`config.mk`:
```
export PLATFORM = sky130hd
export DESIGN_NAME = ipc_irq_gen
export DESIGN_NICKNAME = d
export VERILOG_FILES = /design/src/rtl/ipc_irq_gen.sv
export SDC_FILE = /design/constraint.sdc
export NUM_CORES = 1
export LEC_CHECK = 0
export BUFFER_PORTS_ARGS = -buffer_cell sky130_fd_sc_hd__buf_2
export CORE_MARGIN = 5
export CORE_UTILIZATION = 50
export DETAILED_ROUTE_END_ITERATION = 16
export HOLD_SLACK_MARGIN = 0.06
export PLACE_DENSITY = 0.65
export RECOVER_POWER = 25
export SETUP_SLACK_MARGIN = 0.5
export SYNTH_ARGS = -nofsm -noshare
export SYNTH_HDL_FRONTEND = slang
export SYNTH_SLANG_ARGS = --single-unit
```
`constraint.sdc`:
```
create_clock -name clk -period 5.8 [get_ports clk]
set_input_delay 0 -clock clk [delete_from_list [all_inputs] [get_ports clk]]
set_output_delay 0 -clock clk [all_outputs]
set_load 0.02 [all_outputs]
```
`src/rtl/ipc_irq_gen.sv`:
```
module ipc_irq_gen #(
  parameter int N_DSP    = 8,
  parameter int N_APP    = 4,
  parameter int AW       = 8,
  parameter int DW       = 32,
  parameter int SRC_W    = 28,
  parameter int NMI_BASE = 'h00,
  parameter int IRQ_BASE = 'h40
) (
  input  logic             clk,
  input  logic             rst,
  input  logic [AW-1:0]    bus_addr,
  input  logic             bus_wr,
  input  logic [DW-1:0]    bus_wdata,
  input  logic             bus_rd,
  output logic [DW-1:0]    bus_rdata,
  output logic [N_DSP-1:0] dsp_irq_o,
  output logic [N_APP-1:0] app_irq_o,
  output logic [N_DSP-1:0] dsp_nmi_o
);
  localparam int N_IRQ   = N_DSP + N_APP;
  localparam int SRC_LSB = DW - SRC_W;

  logic [N_DSP-1:0] nmi_hit, nmi_q;
  logic [N_IRQ-1:0] irq_hit, irq_q;
  logic [SRC_W-1:0] src_q [N_IRQ];
  logic [DW-1:0]    rd_mux;
  logic             fire;

  assign fire = bus_wr && bus_wdata[0];

  for (genvar g = 0; g < N_DSP; g++) begin : g_nmi
    localparam logic [AW-1:0] A = AW'(NMI_BASE + 4*g);
    assign nmi_hit[g] = (bus_addr == A);
  end

  for (genvar g = 0; g < N_IRQ; g++) begin : g_irq
    localparam logic [AW-1:0] A = AW'(IRQ_BASE + 4*g);
    assign irq_hit[g] = (bus_addr == A);
    always_ff @(posedge clk) begin
      if (rst)                       src_q[g] <= '0;
      else if (bus_wr && irq_hit[g]) src_q[g] <= bus_wdata[DW-1:SRC_LSB];
    end
  end

  always_ff @(posedge clk) begin
    if (rst) begin
      nmi_q <= '0;
      irq_q <= '0;
    end else begin
      nmi_q <= fire ? nmi_hit : '0;
      irq_q <= fire ? irq_hit : '0;
    end
  end

  always_comb begin
    rd_mux = '0;
    for (int i = 0; i < N_IRQ; i++)
      if (irq_hit[i]) rd_mux = {src_q[i], {SRC_LSB{1'b0}}};
  end

  always_ff @(posedge clk) begin
    if (rst) bus_rdata <= '0;
    else     bus_rdata <= bus_rd ? rd_mux : '0;
  end

  assign dsp_nmi_o = nmi_q;
  assign dsp_irq_o = irq_q[N_DSP-1:0];
  assign app_irq_o = irq_q[N_IRQ-1:N_DSP];
endmodule

```
==> results by group, run 1 <==
Logic synthesis
  • Synth Register Bits: 384
  • Synth Area in Compound Gates: 10.47%
  • Adder-cell area share of the yosys netlist: 0%
  • Post-synthesis cell count: 1,345
  • Synth warnings: 0
  • Post-Synth XOR/XNOR Area: 0%
  • Largest family of logic cells by synthesized area: simple AND/OR/NAND/NOR gates
  • Post-synthesis mux area share: 2.064%
  • Post-synth EDFFs: 336
  • Asr flop ratio synth: 0%
  • Count of different cell masters after synthesis: 64
  • Most used flip-flop cell after synthesis: edfxtp_1
  • Post-Synth Simple-Gate Area: 19.03%
  • Post-Syn Area: 17,220 µm²
  • Avg Cell Area, Syn: 12.80 µm²
  • Sequential element share of the synthesized area: 64.19%

Pwr
  • Combinational share of power: 5.6%
  • Internal power: 4.697 mW
  • Power Dens Cells: 306.9 nW/µm²
  • Net Sw Power: 1.290 mW
  • Clock network power share: 41.7%
  • Switching share of total power: 21.55%
  • Pleak: 6.812 nW
  • Sequential cell fraction of total power: 52.7%
  • Peak supply drop: 0.2124 mV

STA
  • RSZ-0062 raised after global routing: no
  • Final setup viols: 0
  • Final setup TNS: 0 ns
  • Minimum clock period: 4.550 ns
  • Slew @ Worst Pin: 3.089 ns
  • Rel. slew slack: -106.4%
  • Skew final: 0.008579 ns
  • Hold Slack: 0.1869 ns
  • Max-slew violation total from the final report: 200
  • Post-route clock period utilization: 78.45%
  • Fin. Hold Viols: 0
  • Fmax: 219.8 MHz

Clock tree
  • H-Tree Level Count: 2
  • Clock Tree Buf Depth: 3
  • Clk Latency, worst-skew pair: 0.52 ns
  • Clk root buf: clkbuf_16
  • CTS resizes: 0
  • TritonCTS clock tree: done
  • Hold-fix buffers, CTS: 35
  • Num CTS Buffers: 39
  • CTS clk-pin slew, worst paths: 0.06 ns
  • # clock sinks: 384
  • Postcts setup bufs: 0

Layout
  • Layout cell share with drive strength beyond 1: 13.73%
  • Syn-to-layout area delta: 13.30%
  • Final net count: 1,449
  • Fill cells: 2,733
  • Final Instance Area: 19,510 µm²

Route
  • Initial drt markers: 1,312
  • Via Count: 11,440
  • 1st-pass router iterations: 5
  • Wirelength per Cell: 25.43 µm
  • Final WL: 48,140 µm
  • DR DRC count: 0
  • Via density: 6.045
  • Detail Route Antenna Nets: 0

Place
  • Port bufs: 88
  • HPWL Detailed: 25,280 µm
  • Placer Congestion: 0.7978
  • Placed Area: 17,990 µm²

Global routing
  • Total Routing Usage GR: 24.68%
  • Largest net degree at the start of global routing: 85
  • GR Overflow Total: 0
  • First-pass GRT wire length: 71,340 µm
  • Vias in the first global route: 11,370
  • Antenna violations before repair: 3

Die
  • Die X: 195.6 µm
  • Die Y: 195.6 µm
  • I/O pin count: 96
  • FP Rows: 68
  • Die Area: 38,240 µm²
  • Core Box Area: 34,290 µm²
  • Starting Density: 50.21%

Setup path
  • CP arrival: 4.93 ns
  • Critical path type: in2reg
  • FF-to-FF setup slack: 4.05 ns
  • CP required: 6.18 ns
  • Type of origin of the critical path: input pin
  • CP Capture Type: flip-flop
  • Peak fanout along the critical path: 32

Min path
  • Type of the tightest min-delay check: in2reg

Status
  • Failing checks: capacitance limit, slew limit
  • Status: finished with violations

Job
  • Max_cap viols: 8
[sequential cells by signal, summed over array words and instances, names as in the netlist]
| name | count |
|---|---|
| irq_q | 12 |
| src_q | 336 |
| dsp_nmi_o | 8 |
| bus_rdata | 28 |
[Yosys cell counts, types with 5 or more instances]
library cell	instances	area share (%)
inv_1	32	0.70
buf_2	23	0.67
a211oi_1	22	0.96
a221oi_1	24	1.2
o221a_2	8	0.52
and3_1	28	1.0
o221a_1	12	0.78
nor4_2	12	0.87
o21ai_0	18	0.52
dfxtp_1	48	5.6
buf_6	5	0.33
o22ai_1	27	0.98
o32ai_1	26	1.3
a21oi_1	36	1.0
nor2b_1	24	0.87
o21bai_1	7	0.31
mux2_2	28	1.8
nand2b_1	7	0.25
and2_1	310	11
a22oi_1	26	1.1
buf_4	7	0.31
buf_1	5	0.11
nor4_1	9	0.33
nor4b_1	25	1.3
nand2_1	15	0.33
nor2_1	67	1.5
edfxtp_1	336	59
clkbuf_1	93	2.0
[cells in the final DEF, fill, tap and decap left out, types with 18 or more instances in the layout]
cell,count
a21oi_1,36
nor2_1,56
nor4b_1,25
edfxtp_1,336
buf_4,24
o21ai_0,18
nor2b_1,23
and3_1,28
o32ai_1,26
a22oi_1,26
clkbuf_1,59
inv_1,32
and2_0,26
dfxtp_1,48
a211oi_1,22
dlygate4sd3_1,35
buf_2,37
mux2_2,28
clkbuf_16,43
and2_1,284
a221oi_1,24
o22ai_1,27
[power by group through the flow]
stage                     Combinational [mW]  Clock [mW]  Sequential, mW
after global placement                 0.310           0            3.20
final                                  0.336        2.50            3.15
after CTS                              0.334        2.52            3.15
after detailed placement               0.315           0            3.21
after global routing                   0.355        2.64            3.16
after floorplan                        0.193           0            3.20
[critical path: stages]
cell,delay (ns)
buf_2,0.20
nor2b_1,2.32
nand2_1,0.61
nor2_2,0.23
clkbuf_1,1.27
and2_1,0.28
[through the flow]
step / setup WS, ns / utilization [%] / power [mW] / std cells
global placement: 2.249 / 52.47 / 3.514 / 1784
global route: 1.312 / 56.87 / 6.158 / 1891
floorplan: 3.244 / - / 3.398 / 1348
CTS: 2.666 / 57.25 / 6.008 / 1890
finish: 1.250 / 56.89 / 5.987 / 1893
detailed placement: 2.180 / 52.47 / 3.525 / 1784
[per-layer routing]
| layer | track usage, % | part of all wire, % | vias to the layer above |
|---|---|---|---|
| met5 | 0 | 0.044 | - |
| met4 | 8.896 | 3.8 | 4 |
| met3 | 6.073 | 9.8 | 128 |
| met2 | 38.63 | 46 | 607 |
| met1 | 33.81 | 41 | 5643 |
| li1 | - | - | 5062 |
[kinds of logic (layout without fill, tap and decap cells)]
group	Yosys count	after routing
DFF	384	384
AOI/OAI and AO/OA	239	239
buffers and inverters	166	253
other	1	7
muxes	32	32
and+or+nand+nor	523	523
[path summary, 6_finish.rpt]
path	start	to	cells past startpoint
worst max-delay path	bus_wr	src_q[0][108]$_SDFFCE_PN0P_	6
worst min-delay path	bus_addr[2]	bus_rdata[4]$_SDFF_PP0_	3
worst max register to register	src_q[0][67]$_SDFFCE_PN0P_	bus_rdata[15]$_SDFF_PP0_	5
worst min register to register	src_q[2][110]$_SDFFCE_PN0P_	bus_rdata[30]$_SDFF_PP0_	1
[layout make-up]
type | count | area (µm²) | area share, %
flip-flops and latches | 384 | 11050 | 56.66
multi-input cells | 798 | 5549 | 28.45
clock buffers | 56 | 1196 | 6.133
repair buffers | 150 | 918.4 | 4.708
well taps | 455 | 569.3 | 2.919
inverters | 32 | 120.1 | 0.6158
clock inverters | 15 | 93.84 | 0.4811
diodes | 3 | 7.507 | 0.03849
(Power assumes the default switching activity.)
==> inputs of run 2 (changes only) <==
--- a/config.mk
+++ b/config.mk
@@ -10,7 +10,7 @@
 export CORE_UTILIZATION = 50
 export DETAILED_ROUTE_END_ITERATION = 16
 export HOLD_SLACK_MARGIN = 0.06
-export PLACE_DENSITY = 0.65
+export PLACE_DENSITY = 0.68
 export RECOVER_POWER = 25
 export SETUP_SLACK_MARGIN = 0.5
 export SYNTH_ARGS = -nofsm -noshare
==> constraint.sdc (replaced) <==
create_clock -name clk -period 3.8 [get_ports clk]
set_input_delay 0 -clock clk [delete_from_list [all_inputs] [get_ports clk]]
set_output_delay 0 -clock clk [all_outputs]
set_load 0.02 [all_outputs]
==> results by group, run 2 (synthesis gave the netlist of run 1 again) <==
STA
  • Final setup viols: 0 (unchanged)
  • Post-route clock period utilization: 83.06%
  • Minimum clock period: 3.156 ns
  • RSZ-0062 raised after global routing: no
  • Skew final: 0.01512 ns (+0.006541 ns)
  • Fin. Hold Viols: 0 (unchanged)
  • Fmax: 316.8 MHz
  • Rel. slew slack: -12.94% (+93 points)
  • Max-slew violation total from the final report: 97 (-52%)
  • Final setup TNS: 0 ns (unchanged)
  • Slew @ Worst Pin: 1.694 ns (-1.395 ns)

Setup path
  • Slowest stage cell, crit path: or4_1
  • CP Capture Type: flip-flop
  • Critical path type: in2reg
  • CP top delay family: buffers and inverters
  • Crit path buf inv count: 2 (unchanged)
  • Critical-path cell list: clkbuf_2, or4_1, nor2_2, clkbuf_1, and2_0
  • Type of origin of the critical path: input pin
  • Peak fanout along the critical path: 67 (+110%)
  • Max incr delay on CP: 1.11 ns (-1.21 ns)
  • CP required: 4.18 ns (-2.00 ns)
  • CP arrival: 3.54 ns (-1.39 ns)

Die
  • FP Rows: 68 (unchanged)
  • Die Y: 195.6 µm (unchanged)
  • Die X: 195.6 µm (unchanged)
  • I/O pin count: 96 (unchanged)
  • Core Box Area: 34,290 µm² (unchanged)
  • Starting Density: 50.21% (unchanged)
  • Die Area: 38,240 µm² (unchanged)

Clock tree
  • Clk root buf: clkbuf_16
  • CTS clk-pin slew, worst paths: 0.06 ns (about the same)
  • Postcts setup bufs: 0 (unchanged)
  • Num CTS Buffers: 40 (+2.6%)
  • H-Tree Level Count: 2 (unchanged)
  • Clock Tree Buf Depth: 3 (unchanged)
  • Hold-fix buffers, CTS: 38 (+8.6%)
  • # clock sinks: 384 (unchanged)
  • Clk Latency, worst-skew pair: 0.53 ns (about the same)
  • TritonCTS clock tree: done
  • CTS resizes: 0 (unchanged)

Route
  • 1st-pass router iterations: 6 (+1)
  • Wirelength per Cell: 24.80 µm (-2.5%)
  • WL met1: 19,210 µm (-2.0%)
  • Initial drt markers: 1,253 (-4.5%)
  • DR DRC count: 0 (unchanged)
  • Uppermost layer routed: met5
  • Via density: 6.064 (+0.31%)
  • Via Count: 11,670 (+2.0%)
  • Detail Route Antenna Nets: 0 (unchanged)
  • WL met2: 21,980 µm (about the same)
  • Final WL: 47,720 µm (-0.87%)
  • Met3 WL: 4788 µm (+1.9%)

Pwr
  • Peak supply drop: 0.3114 mV (+47%)
  • Power Dens Cells: 457.5 nW/µm² (+49%)
  • Total power: 9.040 mW (+51%)
  • Pleak: 6.923 nW (+1.6%)

Layout
  • Max reg flops: 336 (unchanged)
  • Layout cell share with drive strength beyond 1: 14.59% (+0.86 points)
  • Fill cells: 2,756 (+0.84%)
  • Syn-to-layout area delta: 14.77%
  • Reg with most FFs: src_q
  • Top flop regs: src_q (336), bus_rdata (28), irq_q (12)
  • Commonest non-fill, non-tap cell in the layout: edfxtp_1
  • Non-filler cells, final: 1,924 (+1.6%)
  • Finished Core Util: 57.62% (+0.74 points)
  • Most frequent cells in the layout: edfxtp_1 (336), and2_1 (261), clkbuf_1 (76)
  • Final net count: 1,481 (+2.2%)

Place
  • Placed cells: 1,812 (+1.6%)
  • Placer Congestion: 0.8302 (+4.1%)
  • HPWL Detailed: 26,800 µm (+6.0%)
  • Port bufs: 88 (unchanged)

Global routing
  • GR Overflow Total: 0 (unchanged)
  • Largest net degree at the start of global routing: 68 (-20%)
  • Vias in the first global route: 11,390 (+0.19%)
  • Antenna violations before repair: 7 (+4)
  • First-pass GRT wire length: 70,780 µm (-0.78%)
  • Total Routing Usage GR: 24.32% (-0.36 points)

Status
  • Status: finished with violations
  • Failing checks: capacitance limit, slew limit

Job
  • Max_cap viols: 2 (-6)

Min path
  • Type of the tightest min-delay check: in2reg
run 2: final timing paths:
check / from / endpoint / slack (ns) / depth (start not counted)
worst max-delay path: bus_addr[3] / src_q[0][15]$_SDFFCE_PN0P_ / 0.64 / 5
worst min-delay path: bus_addr[2] / bus_rdata[13]$_SDFF_PP0_ / 0.18 / 3
worst max register to register: src_q[0][67]$_SDFFCE_PN0P_ / bus_rdata[15]$_SDFF_PP0_ / 2.11 / 5
worst min register to register: src_q[2][110]$_SDFFCE_PN0P_ / bus_rdata[30]$_SDFF_PP0_ / 0.55 / 1
run 2: worst reg2reg max path: stages, from the launching register on:
cell and delay, ns:
edfxtp_1 0.37, nor4b_1 0.29, o32ai_1 0.14, a221oi_1 0.37
o32ai_1 0.15, o21a_1 0.24
run 2: area by class of cell:
| class | instances | area, µm² | share of cell area [%] |
|---|---|---|---|
| Clock inverter | 5 | 27.53 | 0.1393 |
| Tap cell | 455 | 569.3 | 2.881 |
| Sequential cell | 384 | 11050 | 55.93 |
| Clock buffer | 67 | 1195 | 6.048 |
| Inverter | 32 | 120.1 | 0.6079 |
| Antenna cell | 2 | 5.005 | 0.02533 |
| Timing Repair Buffer | 181 | 1234 | 6.244 |
| Multi-Input combinational cell | 798 | 5557 | 28.12 |
run 2: metrics by stage:
stage          setup slack, ns  hold slack [ns]  instance area (µm²)
6_report                0.6438           0.1752                19760
2_1_floorplan            1.244           0.1982                17230
3_3_place_gp             1.151           0.3863                18250
5_1_grt                 0.5657           0.1965                19760
4_1_cts                  1.322           0.1444                19850
3_5_place_dp             1.079           0.3973                18250
run 2: report_power, final:
part / leakage [nW] / internal (mW) / total, mW / switching [mW]
sequential: 3.58 / 4.76 / 4.81 / 0.0512
combinational: 2.75 / 0.171 / 0.532 / 0.362
clock: 0.593 / 2.14 / 3.70 / 1.56
run 2: routing by layer:
metal | vias up | global-route usage, %
li1 | 5143 | -
met1 | 5758 | 33.89
met2 | 640 | 38.12
met3 | 123 | 4.745
met4 | 4 | 9.206
met5 | - | 0
==> inputs of run 3 (changes only) <==
--- a/config.mk
+++ b/config.mk
@@ -10,7 +10,7 @@
 export CORE_UTILIZATION = 50
 export DETAILED_ROUTE_END_ITERATION = 16
 export HOLD_SLACK_MARGIN = 0.06
-export PLACE_DENSITY = 0.68
+export PLACE_DENSITY = 0.65
 export RECOVER_POWER = 25
 export SETUP_SLACK_MARGIN = 0.5
 export SYNTH_ARGS = -nofsm -noshare
==> constraint.sdc (replaced) <==
create_clock -name clk -period 3.2 [get_ports clk]
set_input_delay 0 -clock clk [delete_from_list [all_inputs] [get_ports clk]]
set_output_delay 0 -clock clk [all_outputs]
set_load 0.02 [all_outputs]
==> results by group, run 3 (synthesis gave the netlist of run 1 again) <==
Status
  • Status: finished with violations
  • Failing checks: capacitance limit, slew limit

Die
  • Die Y: 195.6 µm (unchanged)
  • Starting Density: 50.21% (unchanged)
  • Die X: 195.6 µm (unchanged)
  • FP Rows: 68 (unchanged)
  • Die Area: 38,240 µm² (unchanged)
  • Core Box Area: 34,290 µm² (unchanged)
  • I/O pin count: 96 (unchanged)

Setup path
  • CP arrival: 3.14 ns (-0.40 ns)
  • Most common cell on crit path: buf_4
  • Max incr delay on CP: 0.81 ns (-0.30 ns)
  • Critical path type: in2reg
  • CP top delay family: buffers and inverters
  • Type of origin of the critical path: input pin
  • Slowest stage cell, crit path: clkbuf_1
  • Peak fanout along the critical path: 24 (-64%)
  • CP Capture Type: flip-flop
  • Crit path buf inv count: 4 (+2)
  • Critical-path cell list: dlygate4sd3_1, buf_4, nor2b_1, clkbuf_1, nand3_1, buf_4, o22ai_1, nor2_1, o21a_1
  • CP required: 3.61 ns (-0.57 ns)

Clock tree
  • Hold-fix buffers, CTS: 39 (+2.6%)
  • Clk Latency, worst-skew pair: 0.53 ns (about the same)
  • TritonCTS clock tree: done
  • Clk root buf: clkbuf_16
  • Postcts setup bufs: 0 (unchanged)
  • # clock sinks: 384 (unchanged)
  • Clock Tree Buf Depth: 3 (unchanged)
  • Num CTS Buffers: 39 (-2.5%)
  • H-Tree Level Count: 2 (unchanged)
  • CTS resizes: 0 (unchanged)
  • CTS clk-pin slew, worst paths: 0.06 ns (about the same)

STA
  • Fmax: 366.4 MHz
  • Post-route clock period utilization: 85.28%
  • Rel. slew slack: -11.57% (+1.4 points)
  • Slew @ Worst Pin: 1.674 ns (-0.02055 ns)
  • Skew final: 0.01458 ns (-0.0005417 ns)
  • Fin. Hold Viols: 0 (unchanged)
  • RSZ-0062 raised after global routing: no
  • Max-slew violation total from the final report: 29 (-70%)
  • Final setup viols: 0 (unchanged)
  • Minimum clock period: 2.729 ns
  • Final setup TNS: 0 ns (unchanged)

Global routing
  • GR Overflow Total: 0 (unchanged)
  • Total Routing Usage GR: 24.23% (-0.096 points)
  • Largest net degree at the start of global routing: 85 (+25%)
  • First-pass GRT wire length: 70,090 µm (-0.97%)
  • Vias in the first global route: 11,060 (-2.9%)
  • Antenna violations before repair: 3 (-4)

Layout
  • Top flop regs: src_q (336), bus_rdata (28), irq_q (12)
  • Commonest non-fill, non-tap cell in the layout: edfxtp_1
  • Reg with most FFs: src_q
  • Most frequent cells in the layout: edfxtp_1 (336), and2_1 (269), clkbuf_1 (72)
  • Finished Core Util: 57.60% (about the same)
  • Syn-to-layout area delta: 14.73% (about the same)
  • Layout cell share with drive strength beyond 1: 14.77% (+0.18 points)
  • Max reg flops: 336 (unchanged)
  • Final net count: 1,491 (+0.68%)

Route
  • Wirelength per Cell: 24.30 µm (-2.0%)
  • Initial drt markers: 1,226 (-2.2%)
  • 1st-pass router iterations: 7 (+1)
  • Via density: 5.925 (-2.3%)
  • Final WL: 46,950 µm (-1.6%)
  • Detail Route Antenna Nets: 0 (unchanged)
  • DR DRC count: 0 (unchanged)
  • Via Count: 11,450 (-1.9%)

Pwr
  • Pleak: 6.955 nW (+0.46%)
  • Peak supply drop: 0.4039 mV (+30%)
  • Total power: 10.59 mW (+17%)
  • Power Dens Cells: 536.3 nW/µm² (+17%)

Place
  • Port bufs: 88 (unchanged)
  • HPWL Detailed: 27,380 µm (+2.2%)
  • Placer Congestion: 0.8576 (+3.3%)

Job
  • Max_cap viols: 1 (-1)

Min path
  • Type of the tightest min-delay check: in2reg
-- run 3: cell count changes in the layout (fill, tap and decap cells not counted), moves of 2 or more --
cell / change
and2_0: -8
clkinv_2: -2
buf_12: -3
clkbuf_1: -4
clkinv_1: +9
buf_4: +11
and2_1: +8
-- run 3: worst paths after layout --
kind / startpoint / endpoint / slack (ns) / cells past startpoint
worst max-delay path: bus_addr[3] / bus_rdata[15]$_SDFF_PP0_ / 0.47 / 9
worst min-delay path: bus_addr[2] / bus_rdata[5]$_SDFF_PP0_ / 0.09 / 4
worst max register to register: src_q[0][67]$_SDFFCE_PN0P_ / bus_rdata[15]$_SDFF_PP0_ / 1.51 / 5
worst min register to register: src_q[2][110]$_SDFFCE_PN0P_ / bus_rdata[30]$_SDFF_PP0_ / 0.54 / 1
-- run 3: worst min-delay path, delay by kind of cell --
kind / cells / cell delay [ns]
buffers and inverters: 1 / 0.23
AOI/OAI and AO/OA: 2 / 0.21
and+or+nand+nor: 1 / 0.10
-- run 3: where the power goes --
| group | switching (mW) | leakage (nW) | total, mW | internal (mW) |
|---|---|---|---|---|
| Combinational | 0.429 | 2.80 | 0.636 | 0.207 |
| Clock | 1.81 | 0.576 | 4.24 | 2.44 |
| Sequential | 0.0594 | 3.58 | 5.71 | 5.65 |
-- run 3: stage by stage --
step,cells,hold WS (ns),setup WS (ns),instance area [µm²]
finish,1932,0.08905,0.4710,19750
global placement,1822,0.3940,0.7531,18290
floorplan,1348,0.1982,0.6435,17230
CTS,1931,0.06393,0.8341,19860
detailed placement,1822,0.4009,0.6941,18290
global route,1932,0.1017,0.3751,19750
-- run 3: routing by layer --
metal | wire (µm) | up-vias | GRT usage, %
li1 | - | 5148 | -
met1 | 20660 | 5700 | 35.13
met2 | 21210 | 520 | 37.28
met3 | 3947 | 76 | 5.090
met4 | 1096 | 4 | 6.956
met5 | 34 | - | 0
-- run 3: layout make-up --
cell class              count  area (µm²)
clock inverters            12       50.05
repair buffers            192        1272
clock buffers              58        1130
flip-flops and latches    384       11050
multi-input cells         798        5557
well taps                 455       569.3
inverters                  32       120.1
diodes                      1       2.502
fillers                  2724       14540
